## config.mk

```make
export PLATFORM = sky130hd
export DESIGN_NAME = hdlc_rx_front
export DESIGN_NICKNAME = d
export VERILOG_FILES = /design/src/rtl/hdlc_rx_pkg.sv /design/src/rtl/hdlc_rx_ctrl.sv /design/src/rtl/hdlc_rx_datapath.sv /design/src/rtl/hdlc_rx_front.sv
export SDC_FILE = /design/constraint.sdc
export NUM_CORES = 1
export LEC_CHECK = 0
export CAP_MARGIN = 20
export CELL_PAD_IN_SITES_DETAIL_PLACEMENT = 0
export CELL_PAD_IN_SITES_GLOBAL_PLACEMENT = 1
export CORE_ASPECT_RATIO = 1.25
export CORE_MARGIN = 8
export CORE_UTILIZATION = 38
export CTS_CLUSTER_SIZE = 8
export DETAILED_ROUTE_END_ITERATION = 10
export PLACE_DENSITY_LB_ADDON = 0.1
export SLEW_MARGIN = 20
export SYNTH_ARGS = -nofsm -noshare
export SYNTH_HDL_FRONTEND = slang
export SYNTH_SLANG_ARGS = --single-unit
```

## constraint.sdc

```tcl
create_clock -name clk -period 3.1 [get_ports clk]
set_clock_uncertainty 0.05 [all_clocks]
set_input_delay 0.62 -clock clk [delete_from_list [all_inputs] [get_ports clk]]
set_output_delay 0.62 -clock clk [all_outputs]
set_load 0.05 [all_outputs]
```

## src/rtl/hdlc_rx_pkg.sv

```systemverilog
package hdlc_rx_pkg;
  localparam int BYTE_W = 8;
  localparam int POS_W  = $clog2(BYTE_W);

  typedef struct packed {
    logic              clear;
    logic              bitStb;
    logic              transparent;
    logic              alignEn;
    logic              dropCrc;
    logic [BYTE_W-1:0] pattern;
  } rxCtrl_t;
endpackage

```

## src/rtl/hdlc_rx_ctrl.sv

```systemverilog
module hdlc_rx_ctrl
  import hdlc_rx_pkg::*;
#(
  parameter int INIT_CYCLES = 4
) (
  input  logic              clk,
  input  logic              rstN,
  input  logic              bitEn,
  input  logic              regWr,
  input  logic              regAddr,
  input  logic [BYTE_W-1:0] regWdata,
  output logic [BYTE_W-1:0] regRdata,
  output rxCtrl_t           ctl
);
  localparam int CNT_W = $clog2(INIT_CYCLES + 1);

  logic [CNT_W-1:0]  initCnt;
  logic              cfgMode, cfgAlign, cfgDrop;
  logic [BYTE_W-1:0] cfgPattern;
  logic              actMode, actAlign, actDrop;
  logic [BYTE_W-1:0] actPattern;
  logic              busy, startInit;
  logic              unusedHiBits;

  assign busy         = (initCnt != '0);
  assign startInit    = regWr && !regAddr && regWdata[0];
  assign unusedHiBits = ^regWdata[BYTE_W-1:4];

  always_ff @(posedge clk or negedge rstN) begin
    if (!rstN) begin
      initCnt    <= CNT_W'(INIT_CYCLES);
      cfgMode    <= 1'b0;
      cfgAlign   <= 1'b0;
      cfgDrop    <= 1'b0;
      cfgPattern <= '0;
      actMode    <= 1'b0;
      actAlign   <= 1'b0;
      actDrop    <= 1'b0;
      actPattern <= '0;
    end else begin
      if (regWr && !regAddr) begin
        cfgMode  <= regWdata[1];
        cfgAlign <= regWdata[2];
        cfgDrop  <= regWdata[3];
      end
      if (regWr && regAddr) cfgPattern <= regWdata;

      if (startInit) initCnt <= CNT_W'(INIT_CYCLES);
      else if (busy) initCnt <= initCnt - CNT_W'(1);

      // settings are captured in the last busy cycle
      if (!startInit && initCnt == CNT_W'(1)) begin
        actMode    <= cfgMode;
        actAlign   <= cfgAlign;
        actDrop    <= cfgDrop;
        actPattern <= cfgPattern;
      end
    end
  end

  always_comb begin
    if (regAddr) regRdata = cfgPattern;
    else         regRdata = {4'b0000, cfgDrop, cfgAlign, cfgMode, busy};
  end

  always_comb begin
    ctl.clear       = busy;
    ctl.bitStb      = bitEn && !busy;
    ctl.transparent = actMode;
    ctl.alignEn     = actAlign;
    ctl.dropCrc     = actDrop;
    ctl.pattern     = actPattern;
  end
endmodule

```

## src/rtl/hdlc_rx_datapath.sv

```systemverilog
module hdlc_rx_datapath
  import hdlc_rx_pkg::*;
#(
  parameter logic [15:0] CRC_POLY    = 16'h8408,
  parameter logic [15:0] CRC_PRESET  = 16'hFFFF,
  parameter logic [15:0] CRC_RESIDUE = 16'hF0B8
) (
  input  logic              clk,
  input  logic              rstN,
  input  rxCtrl_t           ctl,
  input  logic              bitIn,
  output logic              pushValid,
  output logic [BYTE_W-1:0] pushData,
  output logic              pushEnd,
  output logic              pushGood
);
  localparam logic [POS_W-1:0] LAST_POS  = POS_W'(BYTE_W - 1);
  localparam logic [POS_W-1:0] FLAG_POS  = POS_W'(BYTE_W - 2);

  logic [2:0]        ones, onesN;
  logic              inFrame, inFrameN, gotByte, gotByteN;
  logic [POS_W-1:0]  bitPos, bitPosN;
  logic [BYTE_W-1:0] shiftReg, srN;
  logic [15:0]       crc, crcN;
  logic [BYTE_W-1:0] hold1, hold1N, hold2, hold2N;
  logic [1:0]        holdCnt, holdCntN;
  logic              locked, lockedN;
  logic [POS_W-1:0]  fill, fillN;
  logic              pValN, pEndN, pGoodN, isData;
  logic [BYTE_W-1:0] pDataN;

  function automatic logic [15:0] crcByte(input logic [15:0] c, input logic [BYTE_W-1:0] d);
    logic [15:0] r;
    r = c;
    for (int i = 0; i < BYTE_W; i++)
      r = (r >> 1) ^ ((r[0] ^ d[i]) ? CRC_POLY : 16'h0000);
    return r;
  endfunction

  always_comb begin
    onesN = ones;  inFrameN = inFrame;  gotByteN = gotByte;  bitPosN = bitPos;
    srN = shiftReg;  crcN = crc;  hold1N = hold1;  hold2N = hold2;
    holdCntN = holdCnt;  lockedN = locked;  fillN = fill;
    pValN = 1'b0;  pDataN = '0;  pEndN = 1'b0;  pGoodN = 1'b0;  isData = 1'b0;
    if (ctl.clear) begin
      onesN = '0;  inFrameN = 1'b0;  gotByteN = 1'b0;  bitPosN = '0;  srN = '0;
      crcN = CRC_PRESET;  holdCntN = '0;  lockedN = 1'b0;  fillN = '0;
    end else if (ctl.bitStb) begin
      if (ctl.transparent) begin
        srN = {bitIn, shiftReg[BYTE_W-1:1]};
        if (locked || !ctl.alignEn) begin
          bitPosN = bitPos + POS_W'(1);
          if (bitPos == LAST_POS) begin
            pValN  = 1'b1;
            pDataN = srN;
          end
        end else begin
          if (fill != LAST_POS) fillN = fill + POS_W'(1);
          if (fill == LAST_POS && srN == ctl.pattern) begin
            lockedN = 1'b1;
            bitPosN = '0;
            pValN   = 1'b1;
            pDataN  = srN;
          end
        end
      end else begin
        if (bitIn) begin
          if (ones != 3'd7) onesN = ones + 3'd1;
          if (ones == 3'd6) begin
            // seventh one in a row: abort
            if (inFrame && gotByte) begin
              pValN = 1'b1;
              pEndN = 1'b1;
            end
            inFrameN = 1'b0;
          end else if (ones < 3'd5) begin
            isData = 1'b1;
          end
        end else begin
          onesN = '0;
          if (ones == 3'd6) begin
            if (inFrame && gotByte) begin
              pValN  = 1'b1;
              pEndN  = 1'b1;
              pGoodN = (bitPos == FLAG_POS) && (crc == CRC_RESIDUE);
            end
            inFrameN = 1'b1;  gotByteN = 1'b0;  bitPosN = '0;
            crcN = CRC_PRESET;  holdCntN = '0;
          end else if (ones != 3'd5) begin
            isData = 1'b1;
          end
        end
        if (isData && inFrame) begin
          srN     = {bitIn, shiftReg[BYTE_W-1:1]};
          bitPosN = bitPos + POS_W'(1);
          if (bitPos == LAST_POS) begin
            gotByteN = 1'b1;
            crcN     = crcByte(crc, srN);
            if (!ctl.dropCrc) begin
              pValN  = 1'b1;
              pDataN = srN;
            end else begin
              if (holdCnt == 2'd2) begin
                pValN  = 1'b1;
                pDataN = hold2;
              end
              hold2N = hold1;
              hold1N = srN;
              if (holdCnt != 2'd2) holdCntN = holdCnt + 2'd1;
            end
          end
        end
      end
    end
  end

  always_ff @(posedge clk or negedge rstN) begin
    if (!rstN) begin
      ones <= '0;  inFrame <= 1'b0;  gotByte <= 1'b0;  bitPos <= '0;  shiftReg <= '0;
      crc <= CRC_PRESET;  hold1 <= '0;  hold2 <= '0;  holdCnt <= '0;
      locked <= 1'b0;  fill <= '0;
      pushValid <= 1'b0;  pushData <= '0;  pushEnd <= 1'b0;  pushGood <= 1'b0;
    end else begin
      ones <= onesN;  inFrame <= inFrameN;  gotByte <= gotByteN;  bitPos <= bitPosN;
      shiftReg <= srN;  crc <= crcN;  hold1 <= hold1N;  hold2 <= hold2N;
      holdCnt <= holdCntN;  locked <= lockedN;  fill <= fillN;
      pushValid <= pValN;  pushData <= pDataN;  pushEnd <= pEndN;  pushGood <= pGoodN;
    end
  end
endmodule

```

## src/rtl/hdlc_rx_front.sv

```systemverilog
module hdlc_rx_front
  import hdlc_rx_pkg::*;
#(
  parameter int INIT_CYCLES = 4
) (
  input  logic       clk,
  input  logic       rstN,
  input  logic       bitEn,
  input  logic       bitIn,
  input  logic       regWr,
  input  logic       regAddr,
  input  logic [7:0] regWdata,
  output logic [7:0] regRdata,
  output logic       pushValid,
  output logic [7:0] pushData,
  output logic       pushEnd,
  output logic       pushGood
);
  rxCtrl_t ctl;

  hdlc_rx_ctrl #(.INIT_CYCLES(INIT_CYCLES)) u_ctrl (
    .clk(clk), .rstN(rstN), .bitEn(bitEn), .regWr(regWr), .regAddr(regAddr),
    .regWdata(regWdata), .regRdata(regRdata), .ctl(ctl)
  );

  hdlc_rx_datapath u_dp (
    .clk(clk), .rstN(rstN), .ctl(ctl), .bitIn(bitIn),
    .pushValid(pushValid), .pushData(pushData), .pushEnd(pushEnd), .pushGood(pushGood)
  );
endmodule

```

### Word-level counts from Yosys, hierarchy flattened

Cells that the tools add are included.

| storage, ports and cells | value |
|---|---|
| output and inout port bits | 19 |
| register bits | 90 |
| word-level logic and storage cells | 202 |
| input bits | 14 |

| operators by class | value |
|---|---|
| reduce and logical (&&, ||, !) cells | 31 |
| $add $sub $neg | 5 |
| bitwise operators | 18 |
| multiplexer cells | 106 |
| eq/ne operators | 17 |
| magnitude comparators | 1 |

Operator list:

| operator | count |
|---|---|
| $mux W16 | 15 |
| $xor A15 B16 Y16 | 8 |
| $mux W8 | 15 |
| $mux W3 | 20 |
| $mux W1 | 47 |
| $mux W2 | 9 |
| $eq A16 B16 Y1 const B | 1 |
| $eq A3 B3 Y1 const B | 4 |
| $reduce_and A4 Y1 | 3 |
| $reduce_bool A2 Y1 | 6 |
| $add A3 B1 Y3 const B | 3 |
| $logic_and A1 B1 Y1 | 9 |
| $ne A3 B3 Y1 const B | 3 |
| $eq A8 B8 Y1 | 1 |
| $xor A1 B1 Y1 | 8 |
| $ne A2 B2 Y1 const B | 3 |
| $reduce_and A3 Y1 | 2 |
| $reduce_and A6 Y1 | 1 |
| $reduce_bool A3 Y1 | 2 |
| $logic_not A1 Y1 | 4 |
| $ne A4 B1 Y1 const B | 1 |
| $ne A4 B2 Y1 const B | 1 |
| $reduce_and A2 Y1 | 2 |
| $reduce_bool A4 Y1 | 1 |
| 8 further kinds | 9 |

### Logic depth before layout (Yosys ltp)

| depth | value |
|---|---|
| depth in word-level cells | 29 |
| mapped depth | 9 |
| gate-level depth less buffers | 7 |

### By module

Synthesis repeated with hierarchy kept, for this count alone.

| second synthesis, totals | value |
|---|---|
| cells, all modules | 345 |
| area total of the unflattened synthesis | 4330.4 um^2 |

By module, submodules not included:

| module | cells an instance | times used | sequential area each (um^2) | area each (um^2) |
|---|---|---|---|---|
| hdlc_rx_datapath | 264 | 1 | 1621.6 | 3164.3 |
| hdlc_rx_ctrl | 81 | 1 | 626.9 | 1166.1 |

### Least setup slack after synthesis

No wires, ideal clock.

| path | value |
|---|---|
| path kind | input-to-reg |
| from | input port bitIn |
| to | register u_dp.hold1[5] |
| cell stages on the path | 5 |
| buffers on the path | 1 |
| setup time | 125 ps |
| arrival time | 2144 ps |
| data required time | 2925 ps |
| path slack | 781 ps |
| cell sequence | or3b_4 -> a311oi_4 -> nand4_4 -> buf_6 -> mux2_4 |

| between the ends | value |
|---|---|
| longest elaborated chain between the ends | 6 |

Ends and longest elaborated chain:

| what | line | RTL |
|---|---|---|
| start, declared | hdlc_rx_front.sv:9 | `input logic bitIn,` |
| $mux W1 | hdlc_rx_datapath.sv:67 | `if (bitIn) begin` |
| $mux W1 | hdlc_rx_datapath.sv:49 | `if (ctl.transparent) begin` |
| $mux W1 | hdlc_rx_datapath.sv:48 | `end else if (ctl.bitStb) begin` |
| $mux W1 | hdlc_rx_datapath.sv:45 | `if (ctl.clear) begin` |
| $logic_and A1 B1 Y1 | hdlc_rx_datapath.sv:93 | `if (isData && inFrame) begin` |
| $reduce_and A6 Y1 (no source line) | -- |  |
| end signal, assigned | hdlc_rx_datapath.sv:125 | `shiftReg <= srN; crc <= crcN; hold1 <= hold1N; hold2 <= hold2N;` |
| end, declared | hdlc_rx_datapath.sv:25 | `logic [BYTE_W-1:0] hold1, hold1N, hold2, hold2N;` |

No other way between the ends. The select of a mux whose other input is x is not followed.
A chain may end at the register's enable or synchronous reset.

### Worst setup path after layout

| path | value |
|---|---|
| from | input port bitIn |
| to | register u_dp.pushData[5] |

| between the ends | value |
|---|---|
| longest elaborated chain between the ends | 9 |
| elaborated cells between the ends (all ways) | 13 |
| those cells by class | 1 x eq/ne; 10 x mux; 2 x reduce/logical |

Ends and longest elaborated chain:

| what | line | RTL |
|---|---|---|
| $mux W1 | hdlc_rx_datapath.sv:67 |  |
| $mux W1 | hdlc_rx_datapath.sv:49 |  |
| $mux W1 | hdlc_rx_datapath.sv:48 |  |
| $mux W1 | hdlc_rx_datapath.sv:45 |  |
| $logic_and A1 B1 Y1 | hdlc_rx_datapath.sv:93 |  |
| $mux W8 | hdlc_rx_datapath.sv:93 |  |
| $mux W8 (*) | hdlc_rx_datapath.sv:49 |  |
| $mux W8 (*) | hdlc_rx_datapath.sv:48 |  |
| $mux W8 (*) | hdlc_rx_datapath.sv:45 |  |
| net u_dp.pDataN[5] | hdlc_rx_datapath.sv:30 | `logic [BYTE_W-1:0] pDataN;` |
| end signal, assigned | hdlc_rx_datapath.sv:127 | `pushValid <= pValN; pushData <= pDataN; pushEnd <= pEndN; pushGood <= pGoodN;` |
| end, declared | hdlc_rx_datapath.sv:13 | `output logic [BYTE_W-1:0] pushData,` |

The timed path passes the listed nets; every way through them passes the cells marked *. The select of a mux whose other input is x is not followed.

==> flow_results.org <==
** Run status
- Run status :: finished clean

** Routing
- The first detailed-routing pass ran for 4 iterations.
- Vias :: between 2000 and 3000
- After the first detailed-routing iteration, the DRC count stood at 141.
- In the routed design, unresolved DRC markers number 0.
- Dividing the detail-routed via count by the number of cells gives about 5.3.
- Dividing the detail-routed wire length by the instance count gives approximately 17 um.
- Drt total wl :: 9080 um
- In this run the remaining antenna-violating nets after routing total 0.

** GRT
- Remaining global-route overflow :: 0
- In the global route stage, overall resource usage came out at 0.131.
- The first global-routing pass estimated ~16000 um of wire.
- Number of antenna violations at the first check in global routing :: 0
- Number of global-route vias before repair :: around 2900
- Entering global routing, the biggest net connects 90 pins.

** Die
- Area of the die :: 14800 um^2
- The die is roughly 130 um tall.
- Core area :: roughly 11000 um^2
- Row cnt :: between 40 and 50
- Number of top-level design ports :: 33
- Initial Util :: 0.385
- Die outline width :: about 110 um

** Timing
- Worst-case setup margin in the final layout :: between 0.4 and 0.5 ns
- Endpoints failing hold :: 0
- Remaining max-slew budget at the tightest pin :: 0.567
- Final TNS setup :: 0 ns
- Setup repair after global routing left no endpoint under its margin.
- Ratio of final minimum period to clock period :: 0.847
- Based on the critical path, the design can be clocked at up to around 380 MHz.
- The number of pins exceeding their max-slew limit in the final report was 0.
- Slew of the pin with the lowest slew margin :: roughly 0.65 ns
- Setup violations remaining at the end of the flow were counted as 0.
- Subtracting the final worst setup slack from the clock period gives 2.63 ns.

** Placed design
- # port buffers :: 32
- The congestion estimate from routability-driven global placement came to between 0.7 and 0.8.
- Prior to clock tree synthesis, the placed netlist has a worst setup slack of 0.118 ns.
- Instance count after placement with tap cells included :: roughly 510
- Half-perimeter wire length after placement :: approximately 6300 um

** Critical path
- Series of cell instances along the critical path :: clkdlybuf4s50_1 > or3b_4 > a311oi_4 > buf_4 > a32oi_1 > o21ai_1 > a32o_1
- The worst setup path is captured at a flip-flop.
- The most critical setup path has its startpoint at bitIn.
- STA classifies the critical path startpoint as a primary input.
- Worst setup path category :: primary input to flip-flop
- Reg-to-reg critical path startpoint :: u_dp.ones[0]$_DFFE_PN0P_
- The largest individual stage delay along the critical path comes from the cell clkdlybuf4s50_1.
- On the critical path the largest part of the delay comes from compound AO/OA/AOI/OAI gates.
- In this run the worst path has a maximum fanout of 8.
- Delay of the slowest cell on the worst path :: around 0.5 ns
- Buffering stage count on the worst path with inverters included :: 2
- Worst Path Arrival :: 2.85 ns
- Data required, critical path :: 3.33 ns

** Layout
- Final Net Count :: slightly above 400
- Total inserted antenna cells :: 0
- Area growth from synthesis to final layout :: 18.7%
- Fraction of layout cells with a size suffix above 1 :: 0.262
- Count of non-filler cells in the finished layout :: roughly 520
- # fillers :: a little over 1000

** Synthesis
- Gate count after technology mapping :: around 340
- Netlist Area Pre-Place :: ~4300 um^2
- Number of nets produced by synthesis :: 370
- The number of different library cells used by synthesis comes to 46.
- Share of Yosys cell area claimed by the top area cell type :: 0.424
- Seq/Total Area, Yosys :: 0.529
- Register bit count reported by yosys :: around 90
- EDFF count, synth :: 0
- Yosys printed 0 warnings.
- Share of flip-flops with an asynchronous set or reset :: 1.00
- After synthesis, the mean cell area works out to between 10 and 15 um^2.
- Primary flip-flop cell chosen by synthesis mapping :: dfrtp_1
- Yosys top cell by area :: dfrtp_1
- After synthesis, the cell types taking the most area are dfrtp_1 (42%), dfstp_2 (11%), mux2_2 (8.7%).

** CTS
- The clock drives a little under 90 sinks.
- Number of buffers inserted to repair setup after CTS :: 0
- For the worst-skew pair, the clock arrives at the later sink with an insertion delay of between 0.3 and 0.4 ns.
- Number of hold buffers added after cts :: 0
- After clock tree synthesis, the repair step resized 0 gates.
- Buffer type at the clock tree root :: clkbuf_16
- CTS Buf Count :: 9
- Maximum buffer depth of the clock tree :: 2
- TritonCTS built the clock tree.
- The H-tree was split into 3 levels.
- Clock transition time at the flip-flop clock pins of the worst setup and hold paths :: 0.07 ns

** Run
- Max-capacitance violation count :: 0

** Power and ir drop
- Leak pwr :: 2.21 nW
- In this run the power density over the cells is approximately 650 nW/um^2.
- VDD sags by at most around 380 uV.
- Total power of the final layout :: roughly 3.3 mW

** Hold path
- The min-delay analysis places its worst path in the category primary input to async pin.
==> layer usage <==
layer / wire length [um] / share of wire / track usage / vias to the layer above
li1: - / - / - / 1311
met1: 4090 / 0.45 / 0.163 / 1363
met2: 4500 / 0.50 / 0.212 / 48
met3: 265 / 0.029 / 0.0201 / 16
met4: 234 / 0.026 / 0.0707 / 0
met5: 0 / 0 / 0 / -
==> cell usage in the layout (no fill, tap or decap), drive strengths merged, types with 7 or more instances in the layout <==
cell type       n
dfstp          17
dfrtp          72
nor2           19
o22a           15
xnor2          15
mux2           42
clkdlybuf4s50  23
a21oi          10
nand2          15
nand3           7
a22o            8
o21ai           9
inv            10
a32o            9
xor2           19
buf            21
ha             12
clkbuf         11
==> kinds of logic after synthesis <==
group / synth area share
fa+ha+maj: 0.0353
buf+inv: 0.0268
flops: 0.529
simple gates: 0.0968
xor+xnor: 0.0701
compound gates: 0.116
mux: 0.126
==> through the flow <==
step / hold slack, ns / cell area, um^2 / utilization
6_report: 0.279 / 5050 / 0.458
5_1_grt: 0.303 / 5050 / 0.458
4_1_cts: 0.293 / 5050 / 0.458
3_5_place_dp: 0.429 / 4740 / 0.430
3_3_place_gp: 0.417 / 4740 / 0.430
2_1_floorplan: 0.274 / 4250 / -
==> final cells by class <==
type	instances	area [um^2]	area share
tap	135	169	0.0335
multi-input combinational	228	1890	0.374
clock inverter	5	63.8	0.0126
timing repair buffer	44	400	0.0793
clock buffer	11	243	0.0481
sequential	89	2250	0.446
inverter	9	33.8	0.00669
==> worst paths after layout <==
| path | to | slack (ns) | cells past startpoint |
|---|---|---|---|
| worst min register to register | u_dp.locked$_DFFE_PN0P_ | 0.44 | 1 |
| min in group clk | u_dp.locked$_DFFE_PN0P_ | 0.44 | 1 |
| worst min-delay path | u_dp.hold2[2]$_DFFE_PN0P_ | 0.28 | 2 |
| worst max-delay path | u_dp.pushData[5]$_DFF_PN0_ | 0.47 | 7 |
| worst max register to register | u_dp.pushData[5]$_DFF_PN0_ | 0.63 | 7 |
| max in group asynchronous | u_dp.crc[15]$_DFFE_PN1P_ | 2.34 | 2 |
==> synthesized netlist by cell type (6+ instances only) <==
cell type	count
a32o_1	9
dfrtp_1	72
clkbuf_1	13
ha_1	12
nand2_1	15
inv_1	9
o22a_1	15
and2_1	6
nand3_1	7
o21ai_0	8
a22o_1	8
xnor2_1	15
dfstp_2	17
nor2_1	19
mux2_2	33
a21oi_1	10
mux2_4	9
xor2_1	19
==> report_power, final <==
part           leakage (nW)  internal (mW)  total, mW  switching (mW)
sequential             1.13           1.29       1.41           0.118
combinational         0.921          0.318      0.731           0.414
clock                 0.152          0.654       1.12           0.462
total                  2.21           2.27       3.26           0.994
==> flip-flops by register name, summed over array words and instances, names as in the netlist, 2 cells and up <==
signal	count
u_ctrl.actPattern	8
u_ctrl.cfgPattern	8
u_ctrl.initCnt	3
u_dp.bitPos	3
u_dp.crc	16
u_dp.fill	3
u_dp.hold1	8
u_dp.hold2	8
u_dp.holdCnt	2
u_dp.ones	3
u_dp.pushData	8
u_dp.shiftReg	7
Power figures use the tool's default switching activity.
